`config.mk`:
```
export PLATFORM = sky130hd
export DESIGN_NAME = median_window_filter
export DESIGN_NICKNAME = d
export VERILOG_FILES = /design/src/rtl/mwf_pkg.sv /design/src/rtl/mwf_oldest.sv /design/src/rtl/mwf_delete.sv /design/src/rtl/mwf_insert.sv /design/src/rtl/median_window_filter.sv
export SDC_FILE = /design/constraint.sdc
export NUM_CORES = 1
export LEC_CHECK = 0
export BUFFER_PORTS_ARGS = -buffer_cell sky130_fd_sc_hd__buf_2
export CAP_MARGIN = 20
export CORE_AREA = 5 5 129 82
export DETAILED_ROUTE_END_ITERATION = 8
export DIE_AREA = 0 0 134 87
export GPL_TIMING_DRIVEN = 0
export PLACE_DENSITY = 0.85
export SLEW_MARGIN = 20
export SYNTH_ARGS = -nofsm -noshare
export SYNTH_HDL_FRONTEND = slang
export SYNTH_HIERARCHICAL = 1
export SYNTH_SLANG_ARGS = --single-unit
```
`constraint.sdc`:
```
create_clock -name clk -period 4.3 [get_ports clk]
set_input_delay 0.86 -clock clk [delete_from_list [all_inputs] [get_ports clk]]
set_output_delay 0.86 -clock clk [all_outputs]
set_load 0.03 [all_outputs]
```
`src/rtl/mwf_pkg.sv`:
```
package mwf_pkg;
  typedef enum logic {
    PH_IDLE   = 1'b0,
    PH_INSERT = 1'b1
  } mwf_phase_e;
endpackage

```
`src/rtl/mwf_oldest.sv`:
```
module mwf_oldest #(
  parameter int N  = 5,
  parameter int AW = 3
) (
  input  logic [N-1:0][AW-1:0] ages,
  output logic [AW-1:0]        old_idx
);
  // slot whose tag has reached N-1 holds the earliest sample
  always_comb begin
    old_idx = '0;
    for (int i = 0; i < N; i++) begin
      if (ages[i] == AW'(N - 1)) old_idx = AW'(i);
    end
  end
endmodule

```
`src/rtl/mwf_delete.sv`:
```
module mwf_delete #(
  parameter int N  = 5,
  parameter int W  = 8,
  parameter int AW = 3
) (
  input  logic [N-1:0][W-1:0]  vals_in,
  input  logic [N-1:0][AW-1:0] ages_in,
  input  logic                 del_en,
  input  logic [AW-1:0]        del_idx,
  output logic [N-1:0][W-1:0]  vals_out,
  output logic [N-1:0][AW-1:0] ages_out
);
  // slots at and above the removed one take their upper neighbour
  for (genvar j = 0; j < N; j++) begin : g_slot
    if (j < N - 1) begin : g_shift
      logic take_up;
      assign take_up     = del_en && (AW'(j) >= del_idx);
      assign vals_out[j] = take_up ? vals_in[j+1] : vals_in[j];
      assign ages_out[j] = take_up ? ages_in[j+1] : ages_in[j];
    end else begin : g_top
      assign vals_out[j] = vals_in[j];
      assign ages_out[j] = ages_in[j];
    end
  end
endmodule

```
`src/rtl/mwf_insert.sv`:
```
module mwf_insert #(
  parameter int N  = 5,
  parameter int W  = 8,
  parameter int AW = 3,
  parameter int CW = 3
) (
  input  logic [N-1:0][W-1:0]  vals_in,
  input  logic [N-1:0][AW-1:0] ages_in,
  input  logic [CW-1:0]        used,
  input  logic [W-1:0]         new_val,
  output logic [N-1:0][W-1:0]  vals_out,
  output logic [N-1:0][AW-1:0] ages_out
);
  logic [CW-1:0] pos;

  // rank of the new word: occupied entries not greater than it
  // (equal older entries stay below the newcomer)
  always_comb begin
    pos = '0;
    for (int j = 0; j < N; j++) begin
      if ((CW'(j) < used) && (vals_in[j] <= new_val)) pos = pos + CW'(1);
    end
  end

  for (genvar j = 0; j < N; j++) begin : g_slot
    if (j == 0) begin : g_low
      always_comb begin
        if (CW'(j) < pos) begin
          vals_out[j] = vals_in[j];
          ages_out[j] = ages_in[j] + AW'(1);
        end else begin
          vals_out[j] = new_val;
          ages_out[j] = '0;
        end
      end
    end else begin : g_up
      always_comb begin
        if (CW'(j) < pos) begin
          vals_out[j] = vals_in[j];
          ages_out[j] = ages_in[j] + AW'(1);
        end else if (CW'(j) == pos) begin
          vals_out[j] = new_val;
          ages_out[j] = '0;
        end else begin
          vals_out[j] = vals_in[j-1];
          ages_out[j] = ages_in[j-1] + AW'(1);
        end
      end
    end
  end
endmodule

```
`src/rtl/median_window_filter.sv`:
```
module median_window_filter
  import mwf_pkg::*;
#(
  parameter int W            = 8,
  parameter int N            = 5,
  parameter bit SINGLE_CYCLE = 1'b1
) (
  input  logic         clk,
  input  logic         rst_n,
  input  logic         in_valid,
  input  logic [W-1:0] in_data,
  output logic         in_ready,
  output logic         med_valid,
  output logic [W-1:0] med_data
);
  localparam int AW  = (N > 1) ? $clog2(N) : 1;
  localparam int CW  = $clog2(N + 1);
  localparam int MID = (N - 1) / 2;

  // reset: asserted at once, released on the clock
  logic [1:0] rst_sync;
  logic       arst_n;
  always_ff @(posedge clk or negedge rst_n) begin
    if (!rst_n) rst_sync <= 2'b00;
    else        rst_sync <= {rst_sync[0], 1'b1};
  end
  assign arst_n = rst_sync[1];

  // state
  logic [N-1:0][W-1:0]  vals_q, vals_d;
  logic [N-1:0][AW-1:0] ages_q, ages_d;
  logic [CW-1:0]        cnt_q, cnt_d;
  logic [W-1:0]         x_q, x_d;
  mwf_phase_e           phase_q, phase_d;
  logic                 medv_q, medv_d;
  logic [W-1:0]         medd_q, medd_d;
  logic                 upd_en;

  // datapath
  logic                 full;
  logic [AW-1:0]        old_idx;
  logic [N-1:0][W-1:0]  dv, iv, ins_vals;
  logic [N-1:0][AW-1:0] da, ia, ins_ages;
  logic [CW-1:0]        cnt_del, ins_cnt;
  logic [W-1:0]         ins_x;

  assign full    = (cnt_q == CW'(N));
  assign cnt_del = full ? CW'(N - 1) : cnt_q;

  mwf_oldest #(.N(N), .AW(AW)) u_oldest (
    .ages    (ages_q),
    .old_idx (old_idx)
  );

  mwf_delete #(.N(N), .W(W), .AW(AW)) u_delete (
    .vals_in  (vals_q),
    .ages_in  (ages_q),
    .del_en   (full),
    .del_idx  (old_idx),
    .vals_out (dv),
    .ages_out (da)
  );

  mwf_insert #(.N(N), .W(W), .AW(AW), .CW(CW)) u_insert (
    .vals_in  (ins_vals),
    .ages_in  (ins_ages),
    .used     (ins_cnt),
    .new_val  (ins_x),
    .vals_out (iv),
    .ages_out (ia)
  );

  if (SINGLE_CYCLE) begin : g_one
    // removal feeds placement within the same clock
    assign ins_vals = dv;
    assign ins_ages = da;
    assign ins_cnt  = cnt_del;
    assign ins_x    = in_data;
    assign in_ready = 1'b1;
    assign upd_en   = in_valid;

    always_comb begin
      vals_d  = vals_q;
      ages_d  = ages_q;
      cnt_d   = cnt_q;
      x_d     = x_q;
      phase_d = phase_q;
      medv_d  = medv_q;
      medd_d  = medd_q;
      if (in_valid) begin
        vals_d = iv;
        ages_d = ia;
        cnt_d  = cnt_del + CW'(1);
        medd_d = iv[MID];
        medv_d = (cnt_del == CW'(N - 1));
      end
    end
  end else begin : g_two
    // removal written first, placement from the registered array next
    logic accept;
    assign ins_vals = vals_q;
    assign ins_ages = ages_q;
    assign ins_cnt  = cnt_q;
    assign ins_x    = x_q;
    assign in_ready = (phase_q == PH_IDLE);
    assign accept   = in_valid && in_ready;
    assign upd_en   = accept || (phase_q == PH_INSERT);

    always_comb begin
      vals_d  = vals_q;
      ages_d  = ages_q;
      cnt_d   = cnt_q;
      x_d     = x_q;
      phase_d = phase_q;
      medv_d  = medv_q;
      medd_d  = medd_q;
      if (phase_q == PH_INSERT) begin
        vals_d  = iv;
        ages_d  = ia;
        cnt_d   = cnt_q + CW'(1);
        medd_d  = iv[MID];
        medv_d  = (cnt_q == CW'(N - 1));
        phase_d = PH_IDLE;
      end else if (accept) begin
        vals_d  = dv;
        ages_d  = da;
        cnt_d   = cnt_del;
        x_d     = in_data;
        phase_d = PH_INSERT;
      end
    end

    // a taken word blocks the next cycle
    assert_ready_drop_R5: assert property (@(posedge clk) disable iff (!arst_n)
      accept |=> !in_ready);
    // placement cycle always returns to idle
    assert_ready_back_R5: assert property (@(posedge clk) disable iff (!arst_n)
      !in_ready |=> in_ready);
  end

  always_ff @(posedge clk or negedge arst_n) begin
    if (!arst_n) begin
      vals_q  <= '0;
      ages_q  <= '0;
      cnt_q   <= '0;
      x_q     <= '0;
      phase_q <= PH_IDLE;
      medv_q  <= 1'b0;
      medd_q  <= '0;
    end else if (upd_en) begin
      vals_q  <= vals_d;
      ages_q  <= ages_d;
      cnt_q   <= cnt_d;
      x_q     <= x_d;
      phase_q <= phase_d;
      medv_q  <= medv_d;
      medd_q  <= medd_d;
    end
  end

  assign med_valid = medv_q;
  assign med_data  = medd_q;

  // checks on the stored window
  logic [N-1:0] age_top;
  always_comb begin
    for (int i = 0; i < N; i++) age_top[i] = (ages_q[i] == AW'(N - 1));
  end

  for (genvar i = 1; i < N; i++) begin : g_order_chk
    assert_sorted_R7: assert property (@(posedge clk) disable iff (!arst_n)
      (cnt_q > CW'(i)) |-> (vals_q[i-1] <= vals_q[i]));
  end

  assert_one_oldest_R8: assert property (@(posedge clk) disable iff (!arst_n)
    (full && phase_q == PH_IDLE) |-> ($countones(age_top) == 1));

  assert_valid_sticky_R2: assert property (@(posedge clk) disable iff (!arst_n)
    med_valid |=> med_valid);

  assert_fill_bound_R2: assert property (@(posedge clk) disable iff (!arst_n)
    (cnt_q <= CW'(N)) && (med_valid || cnt_q != CW'(N) || phase_q == PH_INSERT
                          || !full));

  assert_hold_R9: assert property (@(posedge clk) disable iff (!arst_n)
    !upd_en |=> ($stable(med_data) && $stable(med_valid)));
endmodule

```
# Word-level counts from Yosys, hierarchy flattened
# Index checks and enable logic that the tools add are counted.
# Widths: inputs -> output; s select.
[word_totals]
input_bits = 11
output_inout_bits = 10
ff_bits = 61
wordCells = 98
[classes]
n_reduce_logical = 10
n_bitwise = 1
eq_ne = 10
order_cmp = 19
add_sub_neg = 10
mux = 35
[op_table]
columns = ["op", "n"]
rows = [
  ["$mux 8", 12],
  ["$mux 3", 19],
  ["$le 8x8->1", 5],
  ["$add 3x1->3 const B", 9],
  ["$eq 3x3->1 const B", 6],
  ["$lt 1x3->1 const A", 4],
  ["$lt 2x3->1 const A", 4],
  ["$logic_and 1x1->1", 9],
  ["$eq 2x3->1 const A", 2],
  ["$ge 1x3->1 const A", 2],
  ["$ge 2x3->1 const A", 2],
  ["$lt 3x3->1 const A", 2],
  ["$mux 2", 2],
  ["$eq 1x3->1 const A", 1],
  ["$eq 3x3->1 const A", 1],
  ["$add 1x1->2 const B", 1],
  ["$mux 1", 2],
  ["$reduce_and 2->1", 1],
  ["$not 1->1", 1],
]

# Depth between registers and ports, before layout
# Gate-level depths: netlist (run 1).
[logic_depth]
depth_word = 22
mapped_depth = 32

# Modules after synthesis
# Netlist (run 1), hierarchy kept.
[modules_own_cells]
columns = ["mod", "seq_area_each_um2", "n_inst", "area_per_inst_um2", "cells_each"]
rows = [
  ["median_window_filter", 1526.5, 1, 2648.8, 151],
  ["mwf_insert", 0.0, 1, 2512.4, 352],
  ["mwf_delete", 0.0, 1, 681.9, 63],
  ["mwf_oldest", 0.0, 1, 42.5, 8],
]

# Worst setup path before layout (run 1)
# Ideal clock, no wire load.
[synth_timing]
path_type = "register -> register"
from = "reg ages_q[7] (netlist bit)"
to = "reg vals_q[0] (netlist bit)"
path_slack_ns = -1.583
setup_time_ns = 0.125
stages_incl_launch_ff = 32
t_required_ns = 4.175
period_less_slack_ns = 5.883
arrival_time_ns = 5.758
n_path_buf = 3
cell_sequence = "dfrtp_1 or3b_1 nand3_1 a21oi_1 nor3_2 buf_4 mux2_2 ha_1 nor2b_1 o21a_1 o21ai_0 nand2b_1 a21oi_1 nor2_1 o2bb2ai_1 o31a_1 ha_1 nor2_1 nand3_1 nand2_1 ha_1 nand2_1 nand2_1 ha_1 o21bai_1 nor4_1 or2_1 buf_4 o21ai_2 buf_6 mux2_4 mux2_4"
[synth_lines]
columns = ["item", "line_no", "text"]
rows = [
  ["start, declared", "median_window_filter.sv:31", "logic [N-1:0][AW-1:0] ages_q, ages_d;"],
  ["start signal, assigned", "median_window_filter.sv:152", "ages_q <= ages_d;"],
  ["end signal, assigned", "median_window_filter.sv:151", "vals_q <= vals_d;"],
  ["end, declared", "median_window_filter.sv:30", "logic [N-1:0][W-1:0] vals_q, vals_d;"],
]

==> impl_metrics.ini, run 1 <==
[run_status]
status = finished, violations left
violations = setup timing

[floorplan]
pin_count = 21
die_y_um = 87
start_util = 0.625
coreArea_um2 = 9420
die_area_um2 = 11700
std_cell_rows = 28
die_x_um = 134

[worst_setup_path]
startpoint_type = register
worstPathMaxFanout = 6
cp-startpoint = ages_q[7]
r2r-start = ages_q[7]
worstSetupEndpoint = vals_q[5]
crit_arrival_ns = 6.27
critical_path_required_ns = 4.52
slowest_stage = or3b_4
critPathBufInv = 4
crit_path_end_kind = register
cp_slowest_stage_delay_ns = 0.42
rrSetupSlack_ns = -1.75
r2r-end = vals_q[5]
reg2reg_depth = 30
critical_path.top_delay_family = simple AND/OR/NAND/NOR gates
cp.depth = 30
critPathKind = reg2reg

[place]
hpwl_um = 12700
dpl_cell_area_um2 = 6330
gp_congestion = 0.958
io_buffer_count = 18
dp_cells = 714

[clock_network]
numCtsBuffers = 9
cts_tree = yes
clock_sinks = 61
cts_htree_levels = 3
root_buffer = clkbuf_16
clockBufferDepth = 2
clk_latency_ns = 0.35
cts.clk_slew.worst_paths_ns = 0.06

[sta]
max_freq_mhz = 165
fin_skew_ns = 0.0111
worstMarginPinSlew_ns = 0.858
fin_ws_ns = -1.75
fin_crit_sh = 1.41
rsz0062_at_grt = true
slew_violations = 0
finalSetupViolCount = 55
hold_viol_final = 0
min_period_ns = 6.05
maxSlewHeadroom = 0.422

[routing]
num_vias = 5718
drc_errors = 0
antenna_left = 0
wire_per_inst_um = 27.4
drt-vias-per-instance = 7.30
wl_um = 21500
drt_pass1_iterations = 9
first_iter_violations = 848

[cells_and_area]
final_area_um2 = 7620
n_fill_cell = 503
layout-drive-gt1-share = 0.493
postLayoutCoreUtil = 0.809
antennaDiodeCount = 0
seq_area_um2 = 1530
multi_input_area_um2 = 4430
stdcell_count = 783
areaGrowthSynthToFinish_pct = 29.5
fin_nets = 719

[synthesis]
synth_most_common_cell = mux2_4
synth-seq-area-share = 0.259
synth.area.top_cells = dfrtp_1 (26%), mux2_4 (18%), ha_1 (11%), mux2_2 (7.1%), buf_4 (3.1%)
synth_flop_cell = dfrtp_1
synth-edff-count = 0
synth.ff_latch_count = 61
synth-async-reset-ratio = 1.00
yosys-top-cells-count = mux2_4 (70), dfrtp_1 (61), ha_1 (50)
synth-warning-count = 6
synth_area_um2 = 5890
synth_top_area_share = 0.259
ys_types = 65
netlist_instances = 574
avgSynthCellArea_um2 = 10.3
synth_top_cell_by_area = dfrtp_1

[global_routing]
antenna_found_initial = 0
grt_pass1_wl_um = 29000
grt_max_degree = 47
grt_overflow_total = 0
grt_usage = 0.324
first_global_vias = 5330

[hold_path]
hp-class = reg2async

[job]
cap_violations = 0
## placed cells by master, fill, tap and decap left out, drive strengths merged, types with 3 or more instances in the layout
cell,count
a31oi,17
a21oi,30
inv,31
o21a,5
ha,50
nand4,26
xor2,3
clkinv,4
nand2b,6
o2bb2ai,3
nand3,11
nand2,39
o311ai,8
o221ai,7
and2,5
a21o,6
nor2,25
and3,3
o21ai,24
xnor2,7
o22ai,8
clkbuf,17
dfrtp,61
o211ai,6
buf,115
mux2,107
nor2b,4
## logic make-up (layout without fill, tap and decap cells)
| group | Yosys count | in the layout | synth area share |
|---|---|---|---|
| compound gates | 133 | 133 | 0.161 |
| mux | 108 | 108 | 0.251 |
| buf+inv | 81 | 169 | 0.0895 |
| other cells | 1 | 2 | 0.000637 |
| simple gates | 130 | 130 | 0.113 |
| fa+ha+maj | 50 | 50 | 0.106 |
| xor+xnor | 10 | 10 | 0.0193 |
| flops | 61 | 61 | 0.259 |
## sequential cells by signal, indices dropped and copies added (netlist names)
register,flops
ages_q,15
cnt_q,3
med_valid,1
rst_sync,2
vals_q,40
## how the worst min path moves through the flow
stage / from / endpoint / slack [ns] / cells past startpoint
global route: rst_sync[1] / vals_q[1] / 0.21 / 0
floorplan: rst_sync[0] / rst_sync[1] / 0.33 / 0
detailed placement: rst_sync[1] / vals_q[1] / 0.18 / 0
global placement: rst_sync[0] / rst_sync[1] / 0.34 / 0
finish: rst_sync[1] / vals_q[1] / 0.18 / 0
CTS: rst_sync[1] / vals_q[1] / 0.19 / 0
## per-layer routing
layer,vias to the layer above,part of all wire,track usage
li1,2298,-,-
met3,191,0.14,0.109
met2,542,0.41,0.489
met5,-,0,0
met4,0,0.065,0.139
met1,2687,0.38,0.427
## cell type report
| type | instances | share of cell area |
|---|---|---|
| Clock inverter | 7 | 0.00969 |
| Timing Repair Buffer | 73 | 0.0814 |
| Inverter | 30 | 0.0148 |
| Multi-Input combinational cell | 433 | 0.582 |
| Clock buffer | 9 | 0.0296 |
| Tap cell | 120 | 0.0197 |
| Buffer | 50 | 0.0621 |
| Sequential cell | 61 | 0.201 |
## through the flow
stage	TNS (ns)	setup WS, ns	hold slack, ns
floorplan	-42.04	-1.11	0.331
global placement	-78.72	-1.70	0.340
detailed placement	-85.00	-1.81	0.185
CTS	-67.26	-1.53	0.191
global route	-89.76	-1.87	0.207
finish	-84.55	-1.75	0.181
## timing repair
item	4_1_cts	5_1_grt
endpoints found under the setup margin	55	55
buffers inserted	37	14
hold buffers	0	0
hold endpoints to repair	0	0
resized for setup	47	69
cloned	2	1
pin swaps	18	23
Power of run 1 is not shown: default switching activity piles up to over one toggle a cycle in this logic, so the estimate is an artifact.
==> run 2, diff against run 1 <==
Settings changed: BUFFER_PORTS_ARGS -buffer_cell sky130_fd_sc_hd__buf_2 to unset, DONT_BUFFER_PORTS set to 1, PLACE_DENSITY 0.85 to 0.83, SLEW_MARGIN 20 to unset.
==> run 2 against run 1 <==
  * The run still ends with setup timing left
  * Sequential share of layout area fell by 0.38 points
  * Final cell count fell by 2.0%
  * Clock-buffer cell count unchanged
  * Die area is the same
  * Register-to-register slack got worse by 0.12 ns
  * Sequential cell count unchanged
  * Critical path depth unchanged
  * Design area increased by 1.7%
  * Worst hold slack gained 0.028 ns
  * Clock skew increased by 0.010 ns
==> impl_metrics.ini, run 2 (same netlist as run 1, synthesis figures left out) <==
[global_routing]
top_usage_layer = met2
grt_max_degree = 33
use_met1 = 0.449
grt_usage = 0.352
met3_usage = 0.125
grt_pass1_wl_um = 31300
first_global_vias = 5651
grt.met2_usage = 0.527
grt_overflow_total = 0
antenna_found_initial = 0

[cells_and_area]
areaGrowthSynthToFinish_pct = 31.7
layout-drive-gt1-share = 0.499
multi_input_area_um2 = 4540
largest-register = vals_q
reg_top3 = vals_q x40, ages_q x15, cnt_q x3
stdcell_count = 767
layout_commonest_cell = mux2_4
fin_nets = 703
largest_reg_flops = 40
final_area_um2 = 7750
seq_area_um2 = 1530
antennaDiodeCount = 0
n_fill_cell = 445
layout_common_cells = mux2_4 (75), buf_4 (60), dfrtp_1 (59)

[floorplan]
die_area_um2 = 11700
die_y_um = 87
start_util = 0.625
std_cell_rows = 28
die_x_um = 134
pin_count = 21
coreArea_um2 = 9420

[worst_setup_path]
slowest_stage = or3b_4
crit_path_end_kind = register
path_common_cell = ha_4
critical_path_required_ns = 4.54
cp_slowest_stage_delay_ns = 0.43
crit_arrival_ns = 6.41
critPathBufInv = 3
startpoint_type = register
worstPathMaxFanout = 10
critical_path.top_delay_family = compound AO/OA/AOI/OAI gates
critPathKind = reg2reg

[clock_network]
cts_tree = yes
cts.clk_slew.worst_paths_ns = 0.07
clockBufferDepth = 2
clock_sinks = 61
cts_htree_levels = 3
numCtsBuffers = 9
clk_latency_ns = 0.35
root_buffer = clkbuf_16

[sta]
fin_skew_ns = 0.0215
worstMarginPinSlew_ns = 0.936
hold_viol_final = 0
fin_ws_ns = -1.87
rsz0062_at_grt = true
finalSetupViolCount = 55
max_freq_mhz = 162
slew_violations = 0
maxSlewHeadroom = 0.376
fin_tns_setup_ns = -92.60
fin_crit_sh = 1.43
min_period_ns = 6.17

[run_status]
status = finished, violations left
violations = setup timing

[job]
cap_violations = 0

[place]
pre_cts_ws_ns = -1.94
gp_congestion = 0.972
hpwl_um = 12700
dp_cells = 696
io_buffer_count = 0
dpl_cell_area_um2 = 6230

[routing]
num_vias = 6070
antenna_left = 0
drt_pass1_iterations = 8
wire_per_inst_um = 31.6
first_iter_violations = 1491
wl_um = 24200
drt-vias-per-instance = 7.91
drc_errors = 0

[hold_path]
hp-class = in2async
run 2: cell count changes in the layout (fill, tap and decap cells not counted), moves of 4 or more:
cell	change
buf_8	+5
o221ai_2	+5
a21oi_1	-6
a21oi_2	+4
a31oi_4	-4
buf_2	-19
buf_4	-4
o221ai_1	-6
run 2: what timing repair did:
item	4_1_cts	5_1_grt
gates resized for setup	66	82
buffers inserted	29	23
endpoints found under the setup margin	55	55
gates cloned	2	4
pin swaps	18	36
hold buffers	0	0
run 2: worst register-to-register path, delay by kind of cell, from the launching register on:
kind / cells / cell delay, ns
AND/OR/NAND/NOR: 12 / 1.70
AO/OA/AOI/OAI: 9 / 1.82
adder cells (fa/ha/maj): 4 / 1.04
buffers and inverters: 3 / 0.46
multiplexers: 2 / 0.67
flip-flops: 1 / 0.41
run 2: final timing paths:
check,endpoint,slack (ns),startpoint,depth (start not counted)
worst max register to register,vals_q[32],-1.87,ages_q[7],30
worst max-delay path,vals_q[32],-1.87,ages_q[7],30
min in group clk,rst_sync[1],0.35,rst_sync[0],0
max in group asynchronous,ages_q[12],3.29,rst_sync[1],1
worst min-delay path,rst_sync[1],0.21,rst_n,0
worst min register to register,vals_q[18],0.34,rst_sync[1],0
run 2: stage by stage:
step	hold WS, ns	util
2_1_floorplan	0.331	-
3_3_place_gp	0.336	0.659
3_5_place_dp	0.344	0.662
4_1_cts	0.206	0.754
5_1_grt	0.192	0.822
6_report	0.209	0.822
run 2: metal layers:
metal / wire length, um / up-vias
met2: 9600 / 735
met5: 0 / -
met4: 2010 / 0
met3: 4050 / 262
li1: - / 2269
met1: 8560 / 2804
run 2: layout make-up:
| cell class | count | share of cell area |
|---|---|---|
| clock inverters | 7 | 0.0126 |
| repair buffers | 57 | 0.0765 |
| plain buffers | 49 | 0.0643 |
| inverters | 30 | 0.0145 |
| clock buffers | 9 | 0.0291 |
| well taps | 120 | 0.0194 |
| flip-flops and latches | 61 | 0.197 |
| multi-input cells | 434 | 0.586 |
Power of run 2 is left out for the same reason.
==> run 3, diff against run 2 <==
Settings changed: PLACE_DENSITY 0.83 to 0.82.
==> run 3 against run 2 <==
  * The run still ends with setup timing left
  * Worst hold slack better by 0.0018 ns
  * Design area down 6.1%
  * Via count down 10%
  * Worst setup slack better by 0.35 ns
  * Largest cell class unchanged
==> impl_metrics.ini, run 3 (same netlist as run 1, synthesis figures left out) <==
[cells_and_area]
layout_common_cells = mux2_4 (72), buf_4 (65), dfrtp_1 (60)
areaGrowthSynthToFinish_pct = 23.6
n_fill_cell = 546
reg_top3 = vals_q x40, ages_q x15, cnt_q x3
fin_nets = 699
largest-register = vals_q
largest_reg_flops = 40
layout-drive-gt1-share = 0.439
final_area_um2 = 7280
stdcell_count = 763
layout_commonest_cell = mux2_4
antennaDiodeCount = 0

[clock_network]
cts_htree_levels = 3
clk_latency_ns = 0.34
root_buffer = clkbuf_16
cts_hold_buffers = 0
numCtsBuffers = 9
cts_tree = yes
cts.clk_slew.worst_paths_ns = 0.06
clock_sinks = 61
clockBufferDepth = 2

[worst_setup_path]
critical_path_required_ns = 4.52
worstPathMaxFanout = 8
crit_arrival_ns = 6.03
slowest_stage = or3b_4
startpoint_type = register
rrSetupSlack_ns = -1.52
cp_slowest_stage_delay_ns = 0.41
critPathKind = reg2reg
reg2reg_depth = 30
crit_path_end_kind = register
r2r-start = ages_q[7]
cp-startpoint = ages_q[7]
path_common_cell = ha_4
worstSetupEndpoint = vals_q[0]
r2r-end = vals_q[0]

[run_status]
violations = setup timing
status = finished, violations left

[sta]
worstMarginPinSlew_ns = 0.789
slew_violations = 0
max_freq_mhz = 172
fin_skew_ns = 0.00943
finalSetupViolCount = 55
min_period_ns = 5.82
rsz0062_at_grt = true
fin_ws_ns = -1.52
hold_viol_final = 0
maxSlewHeadroom = 0.474
hold_ws_ns = 0.210
fin_crit_sh = 1.35

[place]
pre_cts_ws_ns = -1.85
dpl_cell_area_um2 = 6230
io_buffer_count = 0
gp_congestion = 0.943
hpwl_um = 12600
dp_cells = 696

[routing]
num_vias = 5449
first_iter_violations = 706
wire_per_inst_um = 25.6
wl_um = 19500
antenna_left = 0
drt-vias-per-instance = 7.14
drc_errors = 0
drt_pass1_iterations = 6

[floorplan]
die_area_um2 = 11700
die_y_um = 87
start_util = 0.625
die_x_um = 134
pin_count = 21
std_cell_rows = 28
coreArea_um2 = 9420

[global_routing]
first_global_vias = 5327
antenna_found_initial = 0
grt_pass1_wl_um = 29400
grt_usage = 0.326
grt_max_degree = 40
grt_overflow_total = 0

[hold_path]
hp-class = in2async

[job]
cap_violations = 0
[run 3: cell count changes in the layout (fill, tap and decap cells not counted), moves of 4 or more]
cell     previous run  this run
a31oi_2             4         0
a31oi_4             6         1
a21oi_2            12         4
a31oi_1             7        16
buf_4              60        65
a21oi_1            14        24
[run 3: worst min-delay path by stage]
stage / from / end / depth (start not counted)
final: rst_n / rst_sync[1] / 0
after global routing: rst_n / rst_sync[1] / 0
after CTS: rst_n / rst_sync[1] / 0
after detailed placement: rst_sync[1] / ages_q[12] / 0
after global placement: rst_sync[0] / rst_sync[1] / 0
after floorplan: rst_sync[0] / rst_sync[1] / 0
[run 3: layout make-up]
| class | count | area (um^2) | share of cell area |
|---|---|---|---|
| multi-input cells | 433 | 4220 | 0.580 |
| flip-flops and latches | 61 | 1530 | 0.210 |
| repair buffers | 54 | 489 | 0.0672 |
| plain buffers | 49 | 480 | 0.0660 |
| clock buffers | 11 | 243 | 0.0334 |
| well taps | 120 | 150 | 0.0206 |
| inverters | 30 | 113 | 0.0155 |
| clock inverters | 5 | 50.0 | 0.00688 |
[run 3: worst max-delay path, delay by kind of cell (launching register included)]
kind / cells / cell delay, ns
AO/OA/AOI/OAI: 8 / 1.29
adder cells (fa/ha/maj): 4 / 0.97
multiplexers: 3 / 0.89
buffers and inverters: 2 / 0.35
flip-flops: 1 / 0.39
AND/OR/NAND/NOR: 13 / 1.79
[run 3: stage by stage]
step / util / TNS [ns]
after floorplan: - / -42.04
after global placement: 0.659 / -79.06
after detailed placement: 0.662 / -85.69
after CTS: 0.754 / -63.57
after global routing: 0.772 / -84.23
final: 0.772 / -74.48
[run 3: metal layers]
metal / track usage / part of all wire
met5: 0 / 0
met4: 0.120 / 0.045
met3: 0.0935 / 0.14
met2: 0.503 / 0.42
met1: 0.440 / 0.40
[run 3: what timing repair did]
action,CTS,global route
gates resized for setup,56,20
endpoints found under the setup margin,55,55
cloned,3,0
pin swaps,20,18
setup buffers,40,10
Power of run 3 is left out for the same reason.
